File: src/rtl/irq_hub_pkg.sv
package irq_hub_pkg;

  typedef enum logic [1:0] {
    SEQ_IDLE = 2'd0,
    SEQ_PUSH = 2'd1,
    SEQ_JUMP = 2'd2,
    SEQ_VEC  = 2'd3
  } seq_state_e;

  // one-hot in-service bit for a level code (00 gives none)
  function automatic logic [2:0] lvl_onehot(input logic [1:0] lvl);
    logic [2:0] oh;
    case (lvl)
      2'd1:    oh = 3'b001;
      2'd2:    oh = 3'b010;
      2'd3:    oh = 3'b100;
      default: oh = 3'b000;
    endcase
    return oh;
  endfunction

  // highest level number currently in service
  function automatic logic [1:0] top_level(input logic [2:0] act);
    logic [1:0] t;
    if (act[2])      t = 2'd3;
    else if (act[1]) t = 2'd2;
    else if (act[0]) t = 2'd1;
    else             t = 2'd0;
    return t;
  endfunction

endpackage

File: src/rtl/irq_flags.sv
module irq_flags #(
  parameter int NT = 10,
  parameter int IW = 4
) (
  input  logic          clk,
  input  logic          rst_n,
  input  logic [NT-1:0] set_pulse,
  input  logic [NT-1:0] clr_w1c,
  input  logic          take,
  input  logic [IW-1:0] take_idx,
  output logic [NT-1:0] flags
);

  for (genvar k = 0; k < NT; k++) begin : g_flag
    logic hit_take;
    assign hit_take = take && (take_idx == IW'(k));

    always_ff @(posedge clk) begin
      if (!rst_n) begin
        flags[k] <= 1'b0;
      end else if (set_pulse[k]) begin
        flags[k] <= 1'b1;
      end else if (clr_w1c[k] || hit_take) begin
        flags[k] <= 1'b0;
      end
    end
  end

endmodule

File: src/rtl/irq_arbiter.sv
module irq_arbiter
  import irq_hub_pkg::*;
#(
  parameter int NSRC = 8,
  parameter int NNMI = 2,
  parameter int IW   = 4,
  localparam int NT  = NNMI + NSRC
) (
  input  logic [NT-1:0]     flags,
  input  logic [NSRC-1:0]   src_en,
  input  logic [2*NSRC-1:0] src_lvl,
  input  logic [NNMI-1:0]   nmi_en,
  input  logic              gie,
  input  logic [2:0]        lvl_active,
  input  logic              nmi_active,
  output logic              req,
  output logic [IW-1:0]     win_idx,
  output logic              win_nmi,
  output logic [1:0]        win_lvl
);

  logic          nmi_hit;
  logic [IW-1:0] nmi_idx;
  logic          mk_hit;
  logic [IW-1:0] mk_idx;
  logic [1:0]    mk_lvl;
  logic [1:0]    floor_lvl;
  logic [1:0]    cur_lvl;

  // non-maskable class: scan from the top so the lowest index is kept last
  always_comb begin
    nmi_hit = 1'b0;
    nmi_idx = '0;
    for (int i = NNMI - 1; i >= 0; i--) begin
      if (flags[i] && nmi_en[i] && !nmi_active) begin
        nmi_hit = 1'b1;
        nmi_idx = IW'(i);
      end
    end
  end

  // maskable class: highest level, ties to the lowest index
  always_comb begin
    floor_lvl = top_level(lvl_active);
    mk_hit    = 1'b0;
    mk_idx    = '0;
    mk_lvl    = 2'd0;
    cur_lvl   = 2'd0;
    for (int i = NSRC - 1; i >= 0; i--) begin
      cur_lvl = src_lvl[2*i +: 2];
      if (flags[NNMI+i] && src_en[i] && gie && !nmi_active &&
          (cur_lvl > floor_lvl) && (cur_lvl >= mk_lvl)) begin
        mk_hit = 1'b1;
        mk_idx = IW'(NNMI + i);
        mk_lvl = cur_lvl;
      end
    end
  end

  assign req     = nmi_hit || mk_hit;
  assign win_nmi = nmi_hit;
  assign win_idx = nmi_hit ? nmi_idx : mk_idx;
  assign win_lvl = mk_lvl;

endmodule

File: src/rtl/irq_level_track.sv
module irq_level_track
  import irq_hub_pkg::*;
(
  input  logic       clk,
  input  logic       rst_n,
  input  logic       take,
  input  logic       take_nmi,
  input  logic [1:0] take_lvl,
  input  logic       reti,
  output logic [2:0] lvl_active,
  output logic       nmi_active
);

  always_ff @(posedge clk) begin
    if (!rst_n) begin
      lvl_active <= 3'b000;
      nmi_active <= 1'b0;
    end else if (take) begin
      if (take_nmi) begin
        nmi_active <= 1'b1;
      end else begin
        lvl_active <= lvl_active | lvl_onehot(take_lvl);
      end
    end else if (reti) begin
      if (nmi_active) begin
        nmi_active <= 1'b0;
      end else begin
        lvl_active <= lvl_active & ~lvl_onehot(top_level(lvl_active));
      end
    end
  end

endmodule

File: src/rtl/irq_sequencer.sv
module irq_sequencer
  import irq_hub_pkg::*;
#(
  parameter int PUSH_CYC = 5,
  parameter int JUMP_CYC = 3,
  parameter int LOCK_CYC = 4,
  parameter int IW       = 4,
  parameter int AW       = 16,
  parameter logic [AW-1:0] VEC_BASE = 16'h0040
) (
  input  logic          clk,
  input  logic          rst_n,
  input  logic          req,
  input  logic [IW-1:0] win_idx,
  input  logic          core_boundary,
  input  logic          ccp_unlock,
  input  logic          reti,
  input  logic          vec_ready,
  output logic          take,
  output logic          busy,
  output logic          vec_valid,
  output logic [AW-1:0] vec_addr
);

  localparam int MAXC = (PUSH_CYC > JUMP_CYC) ? PUSH_CYC : JUMP_CYC;
  localparam int CW   = $clog2(MAXC + 1);
  localparam int LW   = $clog2(LOCK_CYC + 1);

  seq_state_e    state;
  logic [CW-1:0] phase_cnt;
  logic [LW-1:0] lock_cnt;
  logic          lock_block;

  assign lock_block = ccp_unlock || (lock_cnt != '0);
  assign take = (state == SEQ_IDLE) && req && core_boundary && !lock_block && !reti;

  always_ff @(posedge clk) begin
    if (!rst_n) begin
      lock_cnt <= '0;
    end else if (ccp_unlock) begin
      lock_cnt <= LW'(LOCK_CYC - 1);
    end else if (lock_cnt != '0) begin
      lock_cnt <= lock_cnt - 1'b1;
    end
  end

  always_ff @(posedge clk) begin
    if (!rst_n) begin
      state     <= SEQ_IDLE;
      phase_cnt <= '0;
      vec_addr  <= '0;
    end else begin
      case (state)
        SEQ_IDLE: begin
          if (take) begin
            state     <= SEQ_PUSH;
            phase_cnt <= '0;
            vec_addr  <= VEC_BASE + ((AW'(win_idx) + AW'(1)) << 1);
          end
        end
        SEQ_PUSH: begin
          if (phase_cnt == CW'(PUSH_CYC - 1)) begin
            state     <= SEQ_JUMP;
            phase_cnt <= '0;
          end else begin
            phase_cnt <= phase_cnt + 1'b1;
          end
        end
        SEQ_JUMP: begin
          if (phase_cnt == CW'(JUMP_CYC - 1)) begin
            state     <= SEQ_VEC;
            phase_cnt <= '0;
          end else begin
            phase_cnt <= phase_cnt + 1'b1;
          end
        end
        SEQ_VEC: begin
          if (vec_ready) begin
            state <= SEQ_IDLE;
          end
        end
        default: state <= SEQ_IDLE;
      endcase
    end
  end

  assign busy      = (state != SEQ_IDLE);
  assign vec_valid = (state == SEQ_VEC);

endmodule

File: src/rtl/irq_hub.sv
module irq_hub #(
  parameter int NSRC     = 8,
  parameter int NNMI     = 2,
  parameter int AW       = 16,
  parameter logic [AW-1:0] VEC_BASE = 16'h0040,
  parameter int PUSH_CYC = 5,
  parameter int JUMP_CYC = 3,
  parameter int LOCK_CYC = 4,
  localparam int NT      = NNMI + NSRC
) (
  input  logic              clk,
  input  logic              rst_n,
  input  logic [NSRC-1:0]   src_event,
  input  logic [NNMI-1:0]   nmi_event,
  input  logic [NT-1:0]     flag_clr,
  input  logic [NSRC-1:0]   src_en,
  input  logic [2*NSRC-1:0] src_lvl,
  input  logic [NNMI-1:0]   nmi_en,
  input  logic              gie_we,
  input  logic              gie_wdata,
  input  logic              ccp_unlock,
  input  logic              core_boundary,
  input  logic              reti,
  input  logic              vec_ready,
  output logic              gie,
  output logic [NT-1:0]     flags,
  output logic [2:0]        lvl_active,
  output logic              nmi_active,
  output logic              busy,
  output logic              vec_valid,
  output logic [AW-1:0]     vec_addr
);

  localparam int IW = $clog2(NT + 1);

  logic          req;
  logic [IW-1:0] win_idx;
  logic          win_nmi;
  logic [1:0]    win_lvl;
  logic          take;

  always_ff @(posedge clk) begin
    if (!rst_n) begin
      gie <= 1'b0;
    end else if (gie_we) begin
      gie <= gie_wdata;
    end
  end

  irq_flags #(.NT(NT), .IW(IW)) u_flags (
    .clk      (clk),
    .rst_n    (rst_n),
    .set_pulse({src_event, nmi_event}),
    .clr_w1c  (flag_clr),
    .take     (take),
    .take_idx (win_idx),
    .flags    (flags)
  );

  irq_arbiter #(.NSRC(NSRC), .NNMI(NNMI), .IW(IW)) u_arb (
    .flags      (flags),
    .src_en     (src_en),
    .src_lvl    (src_lvl),
    .nmi_en     (nmi_en),
    .gie        (gie),
    .lvl_active (lvl_active),
    .nmi_active (nmi_active),
    .req        (req),
    .win_idx    (win_idx),
    .win_nmi    (win_nmi),
    .win_lvl    (win_lvl)
  );

  irq_level_track u_lvl (
    .clk        (clk),
    .rst_n      (rst_n),
    .take       (take),
    .take_nmi   (win_nmi),
    .take_lvl   (win_lvl),
    .reti       (reti),
    .lvl_active (lvl_active),
    .nmi_active (nmi_active)
  );

  irq_sequencer #(
    .PUSH_CYC(PUSH_CYC), .JUMP_CYC(JUMP_CYC), .LOCK_CYC(LOCK_CYC),
    .IW(IW), .AW(AW), .VEC_BASE(VEC_BASE)
  ) u_seq (
    .clk           (clk),
    .rst_n         (rst_n),
    .req           (req),
    .win_idx       (win_idx),
    .core_boundary (core_boundary),
    .ccp_unlock    (ccp_unlock),
    .reti          (reti),
    .vec_ready     (vec_ready),
    .take          (take),
    .busy          (busy),
    .vec_valid     (vec_valid),
    .vec_addr      (vec_addr)
  );

endmodule

File: config.mk
export PLATFORM = sky130hd
export DESIGN_NAME = irq_hub
export DESIGN_NICKNAME = d
export VERILOG_FILES = /design/src/rtl/irq_hub_pkg.sv /design/src/rtl/irq_flags.sv /design/src/rtl/irq_arbiter.sv /design/src/rtl/irq_level_track.sv /design/src/rtl/irq_sequencer.sv /design/src/rtl/irq_hub.sv
export SDC_FILE = /design/constraint.sdc
export NUM_CORES = 1
export LEC_CHECK = 0
export BUFFER_PORTS_ARGS = -buffer_cell sky130_fd_sc_hd__buf_2
export CORE_AREA = 2 2 75 77
export DETAILED_ROUTE_END_ITERATION = 7
export DIE_AREA = 0 0 77 79
export PLACE_DENSITY = 0.83
export SLEW_MARGIN = 20
export SYNTH_ARGS = -nofsm -noshare
export SYNTH_HDL_FRONTEND = slang
export SYNTH_SLANG_ARGS = --single-unit
File: constraint.sdc
create_clock -name clk -period 31.4 [get_ports clk]
set_input_delay 6.28 -clock clk [delete_from_list [all_inputs] [get_ports clk]]
set_output_delay 6.28 -clock clk [all_outputs]
set_load 0.03 [all_outputs]
Word-level counts from Yosys, hierarchy flattened --
Index checks and enable logic that the tools add are counted.
Operators by class: add/sub/neg operators 4, magnitude comparators 16, equal/unequal tests 27, mux-type cells 83, bitwise gates (word level) 4, reduce and logical (&&, ||, !) cells 96
Operators by type and width (count):
- $logic_and 1x1->1 | 58
- $mux 3 | 14
- $mux 2 | 20
- $mux 1 | 36
- $mux 4 | 9
- $pmux 3 s3 | 3
- $reduce_bool 2->1 | 13
- $add 7x16->16 const A | 1
- $eq 4x3->1 const B | 4
- $gt 2x2->1 | 8
- $ge 2x2->1 | 7
- $eq 2x2->1 const B | 6
- $logic_or 1x1->1 | 12
- $eq 4x2->1 const B | 2
- $eq 4x4->1 const B | 2
- $ne 2x2->1 const B | 4
- $pmux 2 s4 | 1
- $eq 2x1->1 const B | 3
- $ne 2x1->1 const B | 3
- $reduce_and 2->1 | 3
- $reduce_bool 3->1 | 2
- $add 4x1->5 const B | 1
- $eq 4x1->1 const B | 1
- $logic_not 4->1 | 1
- other kinds (14) | 16
Storage, ports and cells: register bits 39, bits of input ports 54, output and inout port bits 33, word-level logic and storage cells 248

Logic depth before layout (Yosys ltp) --
Gate-level depths: netlist of run 1.
depth after elaboration 46, gate-level depth with buffers 61, mapped depth without buffers 59

By module --
Synthesis of run 1 repeated with hierarchy kept, for this count alone.
Unflattened totals: cells, all modules 332, area, all modules 2859.0 um^2
By module, submodules not included:
- irq_arbiter | instances 1, cells each 154, area each 1162.4 um^2, seq. area each 0.0 um^2
- irq_sequencer | instances 1, cells each 101, area each 924.6 um^2, seq. area each 280.3 um^2
- irq_flags | instances 1, cells each 56, area each 561.8 um^2, seq. area each 200.2 um^2
- irq_level_track | instances 1, cells each 18, area each 173.9 um^2, seq. area each 80.1 um^2
- irq_hub | instances 1, cells each 3, area each 36.3 um^2, seq. area each 20.0 um^2

Least setup slack after synthesis of run 1 --
No wires, ideal clock.
path type input-to-reg, from input port src_lvl[15], to register u_seq.vec_addr[3], setup time 0.095 ns, arrival 16.300 ns, data required time 31.305 ns, slack 15.005 ns, stages on the path 59, path buffers 2, cells stage by stage ha_1 nor2b_1 o2111a_1 nand2_1 nor2_1 ha_1 nand2b_1 a21oi_2 o211ai_1 a21boi_0 ha_1 nor2b_1 and3_1 o211ai_1 and3_1 o21ai_1 nand2_1 o21ai_0 [... 23 more ...] nand2b_1 o21ai_0 nor4_1 a2bb2oi_2 nand2_1 a2111oi_2 or2_2 ha_1 nand2b_1 a21oi_1 a2111oi_0 a31oi_1 a22oi_1 inv_1 ha_1 nand2b_1 o22ai_1 a221oi_1
Between the ends: word-level cells in the longest chain between the ends 31, elaborated cells on any way between the ends 50, classes of those cells 2 x add/sub; 9 x order compare; 24 x mux; 15 x reduce/logical
RTL lines:
- start: declaration | line irq_hub.sv:17 | input logic [2*NSRC-1:0] src_lvl,
- branches (longest 31 deep; another with $gt 2x2->1)
- end signal: assignment | line irq_sequencer.sv:58 | vec_addr <= VEC_BASE + ((AW'(win_idx) + AW'(1)) << 1);
- end: declaration | line irq_sequencer.sv:22 | output logic [AW-1:0] vec_addr
Several ways; the timed one is not identified. A chain may end at the register's enable or synchronous reset.

Final worst setup path of run 1 --
Ends and elaborated chain as after synthesis.

==> results of run 1 <==
==> final timing paths <==
| check | start | endpoint | slack [ns] | depth (start not counted) |
|---|---|---|---|---|
| max | src_lvl[15] | u_seq.vec_addr[3] | 13.15 | 58 |
| min | u_seq.vec_addr[6] | u_seq.vec_addr[6] | 0.45 | 2 |
| max reg2reg | u_lvl.lvl_active[1] | u_seq.vec_addr[3] | 18.57 | 59 |
| min reg2reg | u_seq.vec_addr[6] | u_seq.vec_addr[6] | 0.45 | 2 |
==> metrics by stage <==
stage	util	setup WS, ns	std cells	power [µW]	hold slack (ns)
global route	0.6292	11.98	509	130.7	0.4952
floorplan	-	15.01	369	68.66	0.4659
finish	0.6292	13.15	509	124.4	0.4463
global placement	0.6038	13.36	501	76.68	0.4327
CTS	0.6289	13.12	509	125.1	0.4521
detailed placement	0.6038	12.85	501	78.54	0.4362
==> worst register-to-register path, delay by kind of cell (launching register included) <==
kind	cells	cell delay, ns
AND/OR/NAND/NOR	23	3.68
adder cells (fa/ha/maj)	9	2.37
buffers and inverters	3	0.33
AO/OA/AOI/OAI	23	5.83
multiplexers	1	0.16
flip-flops	1	0.37
==> layout make-up <==
class	count	area [µm²]	share of cell area
Clock inverter	3	65.06	0.01937
Tap cell	72	90.09	0.02683
Sequential cell	29	580.6	0.1729
Clock buffer	5	68.82	0.02049
Multi-Input combinational cell	285	2023	0.6025
Timing Repair Buffer	77	387.9	0.1155
Inverter	38	142.6	0.04247
==> routing by layer <==
metal,routed length [µm],global-route usage,up-vias
met5,0,0,-
met4,153,0.09464,0
met3,393,0.03295,14
met2,3696,0.4491,101
met1,3120,0.2781,1307
li1,-,-,1418
==> power by group <==
part | leakage [µW] | switching [µW] | internal, µW
logic | 0.00132 | 23.5 | 13.8
clock network | 0.0000681 | 14.8 | 31.5
registers | 0.000238 | 1.89 | 39.0
==> registers in the layout, summed over array words and instances, names as in the netlist <==
register          count
u_flags.flags        10
u_seq.state           2
u_seq.vec_addr        6
u_seq.phase_cnt       3
u_seq.lock_cnt        3
u_lvl.nmi_active      1
gie                   1
u_lvl.lvl_active      3
==> cell families after synthesis <==
kind of cell    after synthesis  synth area share
buf+inv                      55           0.09094
mux                           6           0.02174
flops                        29            0.2059
other cells                   1          0.001330
simple gates                135            0.2436
xor+xnor                      1          0.003106
compound gates               90            0.2427
fa+ha+maj                    43            0.1908
==> layout by cell type, fill, tap and decap left out, types with 8 or more instances in the layout <==
cell / synthesis / layout
nand2b_1: 15 / 15
nand2_1: 30 / 30
o21ai_0: 8 / 8
ha_1: 43 / 43
dfxtp_1: 29 / 29
inv_1: 37 / 37
nand3_1: 13 / 13
buf_2: 1 / 76
nor3_1: 13 / 13
a21oi_1: 21 / 21
nor2_1: 30 / 30
a31oi_1: 8 / 8
conb_1: 1 / 10
==> key figures, run 1 <==
Run status
  • Status: finished clean

Route
  • Residual DRC count: 0
  • Vias/cell: 5.580
  • Vias: 2840
  • Routed wire length: 7.364 mm
  • Initial DRC count: 165
  • Routed WL per cell: 14.47 µm
  • Drt pass-1 iters: 4
  • Post-route ant nets: 0

Clocking
  • CTS max path bufs: 2
  • TritonCTS clock tree: yes
  • H-tree levels: 2
  • Cts hold-fix bufs: 0
  • Number of buffers created by CTS: 5
  • Clk slew on worst S/H paths: roughly 0.070 ns
  • Post-CTS Setup Inserts: 0
  • Clk sink count: 29
  • Root Buffer: clkbuf_8
  • Worst-Skew Late Latency: 0.28 ns
  • Cts repair resizes: 0

Finish
  • Diode count: 0
  • # fillers: 500
  • Share of post-route cells with drive strength above 1: 0.2357
  • Layout area overhead: 19.08%
  • Cell area after layout: about 3400 µm²
  • Fin nets: 533

Synthesis
  • Area contributors post-synth: dfxtp_1 (21%), ha_1 (19%), inv_1 (4.9%)
  • Syn Area/Cell: 7.834 µm²
  • Cells after Synth: 360
  • Commonest cells in the netlist: ha_1 (43), inv_1 (37), nand2_1 (30), nor2_1 (30), dfxtp_1 (29)
  • Most numerous cell in the Yosys netlist: ha_1
  • Synth Register Bits: 29
  • Ys Warns: 0
  • Sequential area share after synthesis: 0.2059
  • Async set-or-reset flop fraction in the synthesized netlist: 0
  • Yosys top cell by area: dfxtp_1
  • Yosys cell types: 63
  • Post-synth EDFFs: 0
  • Top cell type's share of synthesized area: 0.2059
  • Top_reg_cell synth: dfxtp_1
  • Cell area after synthesis: approximately 2800 µm²

Flow run
  • Max_cap viols: 0

GRT
  • Largest net degree at the start of global routing: 19
  • First-pass GRT wire length: 11.98 mm
  • Vias in the first global route: 2741
  • Gr ovfl total: 0
  • Initial antenna violation count: 0
  • All-Layer GR Usage: 0.2406

Placement
  • # port buffers: 76
  • Area after DPL: between 3000 and 4000 µm²
  • RD Place Congestion: ~0.98
  • Hpwl dp: 5.937 mm

Timing
  • Final setup TNS: 0 ns
  • Crit share post-route: 0.5813
  • Tmin final: 18.25 ns
  • Final Hold Fails: 0
  • Final Slew Violations: 0
  • RSZ-0062 raised after global routing: false
  • Clock skew: 0.008089 ns
  • Final setup violation count: 0
  • Max Fclk: ~55 MHz
  • Slew @ Worst Pin: ~1.1 ns
  • Worst slew margin: 0.2895

Pwr
  • Pwr Density: about 37 nW/µm²
  • Max VDD drop: roughly 0.000037 V
  • Pleak: 0.001628 µW

Setup path
  • Worst path bufs/invs: 3
  • Setup CP Type: input port to flop
  • Arrival time worst endpoint: 18.44 ns
  • CP Max Fanout: 12
  • Worst path top cell family by delay: compound AO/OA/AOI/OAI gates
  • Startpoint Class: input port
  • Critical Path Slowest Stage Cell: a2111oi_2
  • Largest stage delay, worst path: 0.82 ns
  • CP Capture Type: flop
  • Cell mode on critical path: ha_1
  • Required @ worst endpoint: about 32 ns

Floorplan
  • Die X: 77 µm
  • DIE AREA: 6083 µm²
  • IO Pins: 87
  • Core Rows: 27
  • Initial core utilization: 0.5284
  • Core Area: between 5000 and 6000 µm²
  • Vert. Die Dim: 79 µm

Hold path
  • Worst hold path type: flop to flop
No activity file was read; power rests on OpenSTA's default activity.
==> run 2: changes to the inputs <==
- CORE_AREA: 2 2 75 77 -> 2 2 81 83
- DIE_AREA: 0 0 77 79 -> 0 0 83 85
- PLACE_DENSITY: 0.83 -> 0.75
- clock period: 31.4 -> 14.8 ns (I/O delays scaled with it)
==> key figures, run 2 (synthesized netlist as in run 1, its figures left out) <==
Clocking
  • Clk sink count: 29
  • Post-CTS Setup Inserts: 0
  • Worst-Skew Late Latency: 0.28 ns
  • Cts hold-fix bufs: 0
  • TritonCTS clock tree: yes
  • H-tree levels: 2
  • Cts repair resizes: 0
  • Clk slew on worst S/H paths: 0.06 ns
  • CTS max path bufs: 2
  • Number of buffers created by CTS: 5
  • Root Buffer: clkbuf_8

Finish
  • Cell area after layout: ~3400 µm²
  • # fillers: between 600 and 700
  • Most frequent cells in the layout: buf_2 (76), ha_1 (43), inv_1 (37), nand2_1 (30), dfxtp_1 (29)
  • Fin nets: 535
  • Diode count: 0
  • Share of post-route cells with drive strength above 1: 0.2489
  • Most common cell after layout, fill and taps aside: buf_2
  • Utilization after layout: 0.5406
  • Largest regs: u_flags.flags (10), u_seq.vec_addr (6)
  • Final cell count without fillers: 515
  • Most flops, register: u_flags.flags
  • Layout area overhead: 18.94%
  • Max reg flops: 10

Timing
  • Slew @ Worst Pin: 0.5701 ns
  • Final hold slack: 0.4477 ns
  • Final setup violation count: 0
  • Final Slew Violations: 0
  • Final Hold Fails: 0
  • Tmin final: 13.75 ns
  • RSZ-0062 raised after global routing: false
  • Clock skew: 0.006430 ns
  • Max Fclk: 72.72 MHz
  • Worst slew margin: 0.6199
  • Crit share post-route: 0.9292
  • Final setup TNS: 0 ns

Route
  • Residual DRC count: 0
  • Routed wire length: 7.147 mm
  • Drt pass-1 iters: 4
  • Routed WL per cell: 13.88 µm
  • Post-route ant nets: 0
  • Vias: 2781
  • Initial DRC count: approximately 160
  • Vias/cell: 5.400

Setup path
  • Largest stage delay, worst path: 0.39 ns
  • Cell mode on critical path: ha_1
  • Critical Path Slowest Stage Cell: a221o_1
  • CP Capture Type: flop
  • Required @ worst endpoint: 14.98 ns
  • Startpoint Class: input port
  • Arrival time worst endpoint: 13.93 ns
  • Setup CP Type: input port to flop
  • CP Max Fanout: 12

Floorplan
  • Core Area: 6205 µm²
  • Initial core utilization: 0.4545
  • DIE AREA: 7055 µm²
  • Vert. Die Dim: around 85 µm
  • Core Rows: 29
  • Die X: just over 80 µm
  • IO Pins: 87

Hold path
  • Worst hold path type: flop to flop

Pwr
  • Pint: 149.0 µW
  • Clock power share: 0.280
  • Switching share of total power: 0.3494
  • Gate power share: 0.341
  • Max VDD drop: 0.00007693 V
  • Pwr Density: between 60 and 70 nW/µm²
  • Net switching power: 80.05 µW
  • Pleak: 0.001616 µW
  • Sequential power share: 0.379

Placement
  • RD Place Congestion: 0.8883
  • Hpwl dp: between 5 and 6 mm
  • Inst Count DP: ~510
  • Area after DPL: 3244 µm²
  • # port buffers: 76

Flow run
  • Max_cap viols: 0

GRT
  • Initial antenna violation count: 0
  • Vias in the first global route: 2711
  • All-Layer GR Usage: 0.2092
  • Gr ovfl total: 0
  • Largest net degree at the start of global routing: 19
  • First-pass GRT wire length: roughly 12 mm

Run status
  • Status: finished clean
==> run 2: final timing paths <==
kind	startpoint	to	slack, ns	cells past startpoint
worst max-delay path	src_lvl[15]	u_seq.vec_addr[3]	1.05	59
worst min-delay path	u_seq.vec_addr[6]	u_seq.vec_addr[6]	0.45	2
worst max register to register	u_lvl.lvl_active[1]	u_seq.vec_addr[3]	3.15	60
worst min register to register	u_seq.vec_addr[6]	u_seq.vec_addr[6]	0.45	2
==> run 2: power groups by stage <==
| stage | Clock [µW] | Combinational (µW) | Sequential, µW |
|---|---|---|---|
| after floorplan | 0 | 53.8 | 91.9 |
| after global placement | 0 | 75.3 | 88.5 |
| after detailed placement | 0 | 77.2 | 88.7 |
| after CTS | 65.8 | 77.9 | 87.0 |
| after global routing | 69.8 | 88.5 | 87.5 |
| final | 64.0 | 78.1 | 86.9 |
==> run 2: layout make-up <==
| type | instances | area (µm²) | share of cell area |
|---|---|---|---|
| clock buffers | 7 | 86.33 | 0.02574 |
| inverters | 38 | 142.6 | 0.04252 |
| multi-input cells | 285 | 2046 | 0.6098 |
| flip-flops and latches | 29 | 580.6 | 0.1731 |
| well taps | 77 | 96.34 | 0.02872 |
| repair buffers | 79 | 402.9 | 0.1201 |
==> run 2: critical path: cells and delay by family <==
family          cells  cell delay (ns)
buf+inv             4             0.62
fa+ha+maj           9             2.42
compound gates     22             4.40
simple gates       23             3.35
mux                 1             0.17
==> run 2: metrics by stage <==
step	setup WS, ns	power [µW]
2_1_floorplan	1.725	145.7
3_3_place_gp	0.6362	163.9
3_5_place_dp	0.3573	165.9
4_1_cts	0.6307	230.6
5_1_grt	0.006608	245.8
6_report	1.048	229.1
==> run 2: layer usage <==
layer	GRT usage	part of all wire
met5	0	0
met2	0.3688	0.48
met4	0.05365	0.016
met3	0.03794	0.070
met1	0.2643	0.43
==> run 3: changes to the inputs <==
- CORE_AREA: 2 2 81 83 -> 2 2 77 79
- DIE_AREA: 0 0 83 85 -> 0 0 79 81
- PLACE_DENSITY: 0.75 -> 0.8
- SYNTH_HIERARCHICAL: unset -> 1
- clock period: 14.8 -> 13.8 ns (I/O delays scaled with it)
==> key figures, run 3 <==
Run status
  • Status: finished clean

Pwr
  • Gate power share: 0.331
  • Pleak: 0.001622 µW
  • Clock power share: 0.277
  • Net switching power: approximately 84 µW
  • Pwr Density: 72.01 nW/µm²
  • Switching share of total power: 0.3500
  • Pint: 155.9 µW
  • Max VDD drop: around 0.000050 V
  • Sequential power share: 0.391

Finish
  • Largest regs: u_flags/flags (10), u_seq/vec_addr (6)
  • Most frequent cells in the layout: buf_2 (76), ha_1 (40), inv_1 (39), dfxtp_1 (29), nand2_1 (25)
  • Layout area overhead: 16.50%
  • Max reg flops: 10
  • Share of post-route cells with drive strength above 1: 0.2902
  • Most flops, register: u_flags/flags
  • Fin nets: 503
  • Diode count: 0
  • Most common cell after layout, fill and taps aside: buf_2
  • # fillers: approximately 530

Timing
  • Final setup violation count: 0
  • Final setup TNS: 0 ns
  • Slew @ Worst Pin: 0.7050 ns
  • Crit share post-route: 0.9348
  • Clock skew: 0.005496 ns
  • Worst Slack Setup Final: 0.9003 ns
  • Tmin final: between 10 and 15 ns
  • Final Slew Violations: 0
  • RSZ-0062 raised after global routing: false
  • Max Fclk: 77.52 MHz
  • Final Hold Fails: 0
  • Worst slew margin: 0.5282

Setup path
  • Critical Path Slowest Stage Cell: or4b_4
  • R2R Path Start: u_lvl/lvl_active[2]
  • Required @ worst endpoint: 13.97 ns
  • CP Capture Type: flop
  • Largest stage delay, worst path: 0.50 ns
  • CP Max Fanout: 17
  • Worst setup startpoint: src_lvl[15]
  • Setup CP Type: input port to flop
  • Startpoint Class: input port
  • Arrival time worst endpoint: 13.07 ns

Route
  • Vias: approximately 2600
  • Residual DRC count: 0
  • Initial DRC count: 91
  • Post-route ant nets: 0
  • Drt pass-1 iters: 4
  • Routed wire length: 6.573 mm
  • Routed WL per cell: around 14 µm
  • Vias/cell: 5.377

GRT
  • Largest net degree at the start of global routing: 26
  • Initial antenna violation count: 0
  • First-pass GRT wire length: 10.89 mm
  • Vias in the first global route: 2522
  • All-Layer GR Usage: 0.2142
  • Gr ovfl total: 0

Synthesis
  • Most numerous cell in the Yosys netlist: ha_1
  • Top cell type's share of synthesized area: 0.2031
  • Cell area after synthesis: approximately 2900 µm²
  • Area contributors post-synth: dfxtp_1 (20%), ha_1 (18%), inv_1 (5.1%)
  • Ys Warns: 6
  • Cells after Synth: 332
  • Yosys cell types: 73
  • Post-synth EDFFs: 0
  • Async set-or-reset flop fraction in the synthesized netlist: 0
  • Top_reg_cell synth: dfxtp_1
  • Commonest cells in the netlist: ha_1 (40), inv_1 (39), dfxtp_1 (29)
  • Synth Register Bits: 29
  • Sequential area share after synthesis: 0.2031
  • Syn Area/Cell: between 8 and 9 µm²
  • Yosys top cell by area: dfxtp_1

Clocking
  • Clk slew on worst S/H paths: roughly 0.06 ns
  • TritonCTS clock tree: yes
  • CTS max path bufs: 2
  • Clk sink count: 29
  • Root Buffer: clkbuf_8
  • Worst-Skew Late Latency: roughly 0.28 ns
  • Cts hold-fix bufs: 0
  • Cts repair resizes: 0
  • Post-CTS Setup Inserts: 0
  • Number of buffers created by CTS: 5
  • H-tree levels: 2

Hold path
  • HP Start: u_seq/vec_addr[6]
  • Worst hold path type: flop to flop

Floorplan
  • IO Pins: 87
  • Initial core utilization: 0.5037
  • DIE AREA: 6399 µm²
  • Die X: 79 µm
  • Core Rows: 28
  • Core Area: 5675 µm²
  • Vert. Die Dim: 81 µm

Placement
  • Pre-CTS setup slack: 0.5690 ns
  • # port buffers: 76
  • RD Place Congestion: 0.8169
  • Hpwl dp: 5.466 mm

Flow run
  • Max_cap viols: 0
run 3: cell count changes after synthesis, moves of 4 or more:
cell | previous run | this run
and2_1 | 7 | 2
a31oi_1 | 8 | 2
nand4_1 | 0 | 4
nand2_1 | 30 | 25
nor3b_1 | 0 | 7
nor3_1 | 13 | 9
nand3_1 | 13 | 5
nor2_1 | 30 | 14
a221oi_2 | 0 | 8
and3_1 | 6 | 1
nand2b_1 | 15 | 20
run 3: worst max-delay path: cells and delay by family:
| kind | cells | cell delay [ns] |
|---|---|---|
| simple gates | 22 | 3.80 |
| compound gates | 19 | 3.22 |
| fa+ha+maj | 8 | 2.13 |
| mux | 3 | 0.90 |
| buf+inv | 2 | 0.21 |
run 3: area by class of cell:
cell class / instances / area [µm²] / share of cell area
Inverter: 40 / 150.1 / 0.04508
Timing Repair Buffer: 77 / 387.9 / 0.1165
Multi-Input combinational cell: 256 / 2036 / 0.6112
Clock inverter: 2 / 10.01 / 0.003005
Tap cell: 75 / 93.84 / 0.02817
Clock buffer: 6 / 72.57 / 0.02179
Sequential cell: 29 / 580.6 / 0.1743
run 3: metal layers:
layer  routed length (µm)  vias up  GRT usage
met5                    0        -          0
met4                  111        0    0.07414
met3                  259       13    0.03444
met2                 3458       63     0.4161
met1                 2743     1215     0.2348
li1                     -     1317          -
run 3: path summary, 6_finish.rpt:
path | end | slack [ns] | cells past startpoint
setup / recovery | u_lvl/lvl_active[0] | 0.90 | 54
hold / removal | u_seq/vec_addr[6] | 0.48 | 1
setup reg to reg | u_lvl/lvl_active[0] | 2.51 | 54
hold reg to reg | u_seq/vec_addr[6] | 0.48 | 1
run 3: through the flow:
stage	utilization	instance area (µm²)	std cells	hold WS [ns]	power, µW
after floorplan	-	2893	341	0.4636	154.2
after global placement	0.5714	3243	477	0.4437	171.4
after detailed placement	0.5714	3243	477	0.4543	174.9
after CTS	0.5860	3326	485	0.4792	241.7
after global routing	0.5869	3331	485	0.5175	255.5
final	0.5869	3331	485	0.4797	239.8
run 3: kinds of logic (layout without fill, tap and decap cells):
logic type / Yosys count / count (layout) / synth area share
other: 1 / 10 / 0.001312
multiplexers: 9 / 9 / 0.03195
flip-flops: 29 / 29 / 0.2031
AO/OA/AOI/OAI: 73 / 73 / 0.2175
XOR/XNOR: 3 / 3 / 0.009192
adder cells (fa/ha/maj): 40 / 40 / 0.1751
buffers and inverters: 56 / 125 / 0.09846
AND/OR/NAND/NOR: 121 / 121 / 0.2635
run 3: power groups by stage:
stage	sequential [µW]	combinational (µW)	clock [µW]
2_1_floorplan	98.9	55.3	0
3_3_place_gp	95.3	76.1	0
3_5_place_dp	95.6	79.3	0
4_1_cts	93.7	79.5	68.5
5_1_grt	94.5	88.4	72.5
6_report	93.8	79.5	66.5
